### src/rtl/irq_reason_pkg.sv
package irq_reason_pkg;
   localparam int FLAG_W   = 8;
   localparam int BIT_PFNE = 7;
   localparam int BIT_TEND = 6;
   localparam int BIT_SRI  = 5;
   localparam int CFG_MODE = 0;

   typedef struct packed {
      logic pfne_en;
      logic tend_en;
      logic sri_en;
      logic sri_mode;
   } irq_cfg_t;
endpackage

### src/rtl/irq_rsn_flag.sv
// Active-low flag: a set event drives it low and a release event drives it
// high. When both come in one cycle, the set wins.
module irq_rsn_flag (
   input  logic clk,
   input  logic rst_n,
   input  logic set_ev,
   input  logic clr_ev,
   output logic flag_n
);
   always_ff @(posedge clk or negedge rst_n) begin
      if (!rst_n)      flag_n <= 1'b1;
      else if (set_ev) flag_n <= 1'b0;
      else if (clr_ev) flag_n <= 1'b1;
   end
endmodule

### src/rtl/irq_rsn_tend.sv
// Transfer-end flag with latched qualifiers and the two-step data-in acknowledge.
module irq_rsn_tend (
   input  logic clk,
   input  logic rst_n,
   input  logic xfer_end,
   input  logic xfer_data,
   input  logic xfer_in,
   input  logic gen_ack_wr,
   input  logic din_ack_wr,
   output logic tend_n,
   output logic q_data,
   output logic q_in
);
   logic din_seen;
   logic need_din;
   logic release_ok;

   assign need_din   = q_data & q_in;
   assign release_ok = gen_ack_wr & (~need_din | din_seen | din_ack_wr);

   always_ff @(posedge clk or negedge rst_n) begin
      if (!rst_n) begin
         tend_n   <= 1'b1;
         q_data   <= 1'b0;
         q_in     <= 1'b0;
         din_seen <= 1'b0;
      end else if (xfer_end) begin
         tend_n   <= 1'b0;
         q_data   <= xfer_data;
         q_in     <= xfer_in;
         din_seen <= 1'b0;
      end else begin
         din_seen <= din_seen | din_ack_wr;
         if (release_ok) tend_n <= 1'b1;
      end
   end
endmodule

### src/rtl/irq_rsn_xen.sv
// Transfer-enable level: processor write plus two self-set triggers.
module irq_rsn_xen (
   input  logic clk,
   input  logic rst_n,
   input  logic auto_trig,
   input  logic pkt_cmd,
   input  logic pkt_mode_en,
   input  logic drv_sel,
   input  logic xen_wr,
   input  logic xen_wdata,
   output logic xfer_en
);
   logic self_set;
   assign self_set = auto_trig | (pkt_cmd & pkt_mode_en & drv_sel);

   always_ff @(posedge clk or negedge rst_n) begin
      if (!rst_n)        xfer_en <= 1'b0;
      else if (self_set) xfer_en <= 1'b1;
      else if (xen_wr)   xfer_en <= xen_wdata;
   end
endmodule

### src/rtl/irq_reason_ctl.sv
module irq_reason_ctl
   import irq_reason_pkg::*;
#(
   parameter int NUM_STAT_EV = 7,
   parameter int NUM_CLR_RD  = 3,
   parameter bit IRQ_REG     = 1'b0
) (
   input  logic                   clk,
   input  logic                   rst_n,
   input  logic                   pkt_byte_wr,
   input  logic                   pkt_last_rd,
   input  logic                   xfer_end,
   input  logic                   xfer_data,
   input  logic                   xfer_in,
   input  logic                   gen_ack_wr,
   input  logic                   din_ack_wr,
   input  logic                   sec_rdy,
   input  logic [NUM_STAT_EV-1:0] stat_ev,
   input  logic [NUM_CLR_RD-1:0]  stat_rd,
   input  logic                   auto_trig,
   input  logic                   pkt_cmd,
   input  logic                   pkt_mode_en,
   input  logic                   drv_sel,
   input  logic                   xen_wr,
   input  logic                   xen_wdata,
   input  logic                   cfg_wr,
   input  logic [FLAG_W-1:0]      cfg_wdata,
   output logic                   irq_n,
   output logic [FLAG_W-1:0]      flags_n,
   output logic                   end_data,
   output logic                   end_in,
   output logic                   xfer_en
);
   localparam int NUM_FLAGS = 3;

   if (NUM_STAT_EV < 1) begin : g_bad_ev
      $error("NUM_STAT_EV must be at least 1");
   end
   if (NUM_CLR_RD < 1) begin : g_bad_rd
      $error("NUM_CLR_RD must be at least 1");
   end

   irq_cfg_t cfg_q;
   logic pf_n, te_n, sr_n;
   logic sri_set;
   logic [NUM_FLAGS-1:0] act_vec;
   logic [NUM_FLAGS-1:0] en_vec;
   logic pend;

   always_ff @(posedge clk or negedge rst_n) begin
      if (!rst_n) cfg_q <= '0;
      else if (cfg_wr) begin
         cfg_q.pfne_en  <= cfg_wdata[BIT_PFNE];
         cfg_q.tend_en  <= cfg_wdata[BIT_TEND];
         cfg_q.sri_en   <= cfg_wdata[BIT_SRI];
         cfg_q.sri_mode <= cfg_wdata[CFG_MODE];
      end
   end

   assign sri_set = cfg_q.sri_mode ? (|stat_ev) : sec_rdy;

   irq_rsn_flag u_pfne (
      .clk(clk), .rst_n(rst_n),
      .set_ev(pkt_byte_wr), .clr_ev(pkt_last_rd), .flag_n(pf_n)
   );

   irq_rsn_flag u_sri (
      .clk(clk), .rst_n(rst_n),
      .set_ev(sri_set), .clr_ev(|stat_rd), .flag_n(sr_n)
   );

   irq_rsn_tend u_tend (
      .clk(clk), .rst_n(rst_n),
      .xfer_end(xfer_end), .xfer_data(xfer_data), .xfer_in(xfer_in),
      .gen_ack_wr(gen_ack_wr), .din_ack_wr(din_ack_wr),
      .tend_n(te_n), .q_data(end_data), .q_in(end_in)
   );

   irq_rsn_xen u_xen (
      .clk(clk), .rst_n(rst_n),
      .auto_trig(auto_trig), .pkt_cmd(pkt_cmd), .pkt_mode_en(pkt_mode_en),
      .drv_sel(drv_sel), .xen_wr(xen_wr), .xen_wdata(xen_wdata),
      .xfer_en(xfer_en)
   );

   always_comb begin
      flags_n           = '1;
      flags_n[BIT_PFNE] = pf_n;
      flags_n[BIT_TEND] = te_n;
      flags_n[BIT_SRI]  = sr_n;
   end

   assign act_vec = {~pf_n, ~te_n, ~sr_n};
   assign en_vec  = {cfg_q.pfne_en, cfg_q.tend_en, cfg_q.sri_en};
   assign pend    = |(act_vec & en_vec);

   if (IRQ_REG) begin : g_irq_reg
      always_ff @(posedge clk or negedge rst_n) begin
         if (!rst_n) irq_n <= 1'b1;
         else        irq_n <= ~pend;
      end
   end else begin : g_irq_comb
      assign irq_n = ~pend;
   end
endmodule

### config.mk
export PLATFORM = sky130hd
export DESIGN_NAME = irq_reason_ctl
export DESIGN_NICKNAME = d
export VERILOG_FILES = /design/src/rtl/irq_reason_pkg.sv /design/src/rtl/irq_rsn_flag.sv /design/src/rtl/irq_rsn_tend.sv /design/src/rtl/irq_rsn_xen.sv /design/src/rtl/irq_reason_ctl.sv
export SDC_FILE = /design/constraint.sdc
export NUM_CORES = 1
export LEC_CHECK = 0
export CORE_MARGIN = 2
export CORE_UTILIZATION = 32
export CTS_BUF_LIST = sky130_fd_sc_hd__clkbuf_16
export DETAILED_ROUTE_END_ITERATION = 12
export PLACE_DENSITY = 0.86
export SYNTH_ARGS = -nofsm -noshare
export SYNTH_HDL_FRONTEND = slang
export SYNTH_HIERARCHICAL = 1
export SYNTH_SLANG_ARGS = --single-unit
### constraint.sdc
create_clock -name clk -period 1.8 [get_ports clk]
set_clock_uncertainty 0.2 [all_clocks]
set_input_delay 0.45 -clock clk [delete_from_list [all_inputs] [get_ports clk]]
set_output_delay 0.45 -clock clk [all_outputs]
set_load 0.02 [all_outputs]
==> reports/qor.txt <==
vias in the first global route: 493
Skew-Pair Late Insertion Delay: 230 ps
final wirelength: 1280 µm
vias per cell: 4.67
DIE WIDTH: 44.9 µm
proportion of layout cells with a drive suffix above 1: 25.0%
clock sink total: 11
WHS: 257 ps
slowest stage delay, CP: 530 ps
IO buf count: 37
initial drt markers: 2
initial antenna violation count: 0
global placement routability congestion: 0.667
grt total ovfl: 0
FF-to-FF path depth: 2
number of remaining DRC errors: 0
Max Used Layer: met4
Met1 Routed Length: 436 µm
CTS Buffer Depth: 2
total CTS buffers: 3
via count: 467
Core Footprint: 0.00154 mm²
ant diodes: 0
routed len/inst: 12.8 µm
Post-Synthesis Cell Area: 536 µm²
CTS clk-pin slew, worst paths: 40 ps
CTS tree: done
CP Launch Type: register
worst min path class: register to register
area delta synth->final: 80.4%
root buf cell: clkbuf_16
H-Tree Depth: 1
HP Start: u_tend/q_in
fin nets: 120
Final Cycle Share: 111%
hold path endpoint: u_tend/tend_n
Final Hold Viols: 0
Sw Ratio: 21.2%
Avg Inst Size Synth: 12.2 µm²
Design Area, Final: 966 µm²
Power Dens Cells: 874 mW/mm²
CP max stage cell: dfstp_2
combinational share of power: 19.1%
path type of the worst setup path: register to primary output
largest net degree at the start of global routing: 12
Die H: 44.9 µm
cell chain of the critical path: inv_2 > a222oi_1 > buf_2
worst r2r src: u_xen/xfer_en
critical path arrival: 1350 ps
LEAKAGE: 0.000418 µW
fin. max-slew vios: 0
Routed Antenna Nets: 0
final worst slack: -195 ps
FP Rows: 14
worst r2r dst: u_xen/xfer_en
Pre-Repair DR Iteration Count: 4
max cap viols: 0
Crit path buffers/inverters: 2
Area after DPL: 903 µm²
synth warn: 6
outcome: finished with violations
Finish-stage setup viols: 1
delay-heaviest family, CP: flip-flops
CP Capture Type: primary output
most frequent cells in the layout: 30 x clkdlybuf4s50_1, 8 x dfrtp_1, 5 x mux2_2, 5 x conb_1
Post-Place Worst Slack: -415 ps
commonest non-fill, non-tap cell in the layout: clkdlybuf4s50_1
first-pass GRT wire length: 2080 µm
Internal: 665 µW
Final HPWL DP: 1120 µm
Register-to-Register Setup Slack: 510 ps
sequential fraction of the synthesis area: 52.1%
unrepaired setup endpoints after global routing: true
switching power: 179 µW
failing checks: setup timing
post-synthesis cell type count: 17
Post-Synthesis Cells: 44
Max Freq: 501 MHz
Post-CTS Setup Repair Bufs: 0
sequential fraction of design power: 34.0%
peak supply drop: 1080 µV
CP required: 1150 ps
I/O Pins: 47
Hold Path Stages: 1
DIE AREA: 0.00202 mm²
CP max FO: 2
Routed met2 length: 720 µm
clock share of power: 46.9%
Total GRT Usage: 15.2%
Initial Util: 34.7%
WL met3: 103 µm
minimum clock period: 2000 ps
synthesis-stage register bit count: 11
cells in the mapped netlist:
cell / instances / area, µm²
o21bai_1: 1 / 7.51
or3_1: 1 / 6.26
o21ba_1: 2 / 20.0
a311o_1: 1 / 10.0
conb_1: 1 / 3.75
nor2_1: 3 / 11.3
a41oi_2: 1 / 16.3
a222oi_1: 1 / 10.0
nor3_1: 1 / 5.00
inv_1: 4 / 15.0
nor4_1: 1 / 6.26
mux2_1: 2 / 22.5
dfrtp_1: 8 / 200
a31oi_1: 1 / 6.26
buf_4: 8 / 60.1
mux2_2: 5 / 56.3
dfstp_2: 3 / 78.8
worst max-delay path by stage:
stage                     endpoint  slack [ps]         start  cells past startpoint
final                        irq_n        -200  u_sri/flag_n                      3
after global routing         irq_n        -260  u_sri/flag_n                      3
after global placement       irq_n        -360  u_sri/flag_n                      3
after floorplan              irq_n         -60  u_sri/flag_n                      2
after detailed placement     irq_n        -420  u_sri/flag_n                      3
after CTS                    irq_n        -210  u_sri/flag_n                      3
cell families (layout without fill, tap and decap cells):
logic type	Yosys count	count (layout)	share of synthesized area (%)
other	1	5	0.700
buffers and inverters	12	48	14.0
muxes	7	7	14.7
AOI/OAI and AO/OA	7	7	13.1
and+or+nand+nor	6	6	5.37
DFF	11	11	52.1
through the flow:
stage / cells / TNS (ps) / power, µW / utilization [%]
4_1_cts: 100 / -208 / 859 / 63.5
2_1_floorplan: 48 / -64.0 / 364 / -
5_1_grt: 100 / -260 / 890 / 62.7
6_report: 100 / -195 / 844 / 62.7
3_5_place_dp: 96 / -701 / 466 / 58.6
3_3_place_gp: 96 / -597 / 460 / 58.6
registers in the layout (all words and copies together) (netlist names):
signal / flops
u_pfne/flag_n: 1
u_sri/flag_n: 1
u_xen/xfer_en: 1
cfg_q: 4
u_tend/tend_n: 1
u_tend/q_in: 1
u_tend/din_seen: 1
u_tend/q_data: 1
cell type report:
type | instances | area [µm²]
Fill cell | 139 | 576
Clock inverter | 1 | 5.00
Timing Repair Buffer | 40 | 375
Tap cell | 16 | 20.0
Multi-Input combinational cell | 25 | 196
Clock buffer | 3 | 75.1
Sequential cell | 11 | 279
Inverter | 4 | 15.0
power by group through the flow:
stage / Combinational, µW / Clock [µW] / Sequential, µW
floorplan: 68.9 / 0 / 296
global placement: 171 / 0 / 289
detailed placement: 175 / 0 / 291
CTS: 167 / 405 / 288
global route: 173 / 427 / 290
finish: 162 / 396 / 287
layer usage:
| metal | global-route usage (%) | up-vias |
|---|---|---|
| li1 | - | 222 |
| met5 | 0 | - |
| met2 | 28.1 | 22 |
| met1 | 14.2 | 221 |
| met4 | 7.06 | 0 |
| met3 | 6.40 | 2 |
timing repair:
action	4_1_cts	5_1_grt
hold buffers	0	0
endpoints found under the hold margin	0	0
endpoints found under the setup margin	7	3
pin swaps	0	0
resized for setup	18	2
Note: power is estimated with default switching activity, not from simulation.
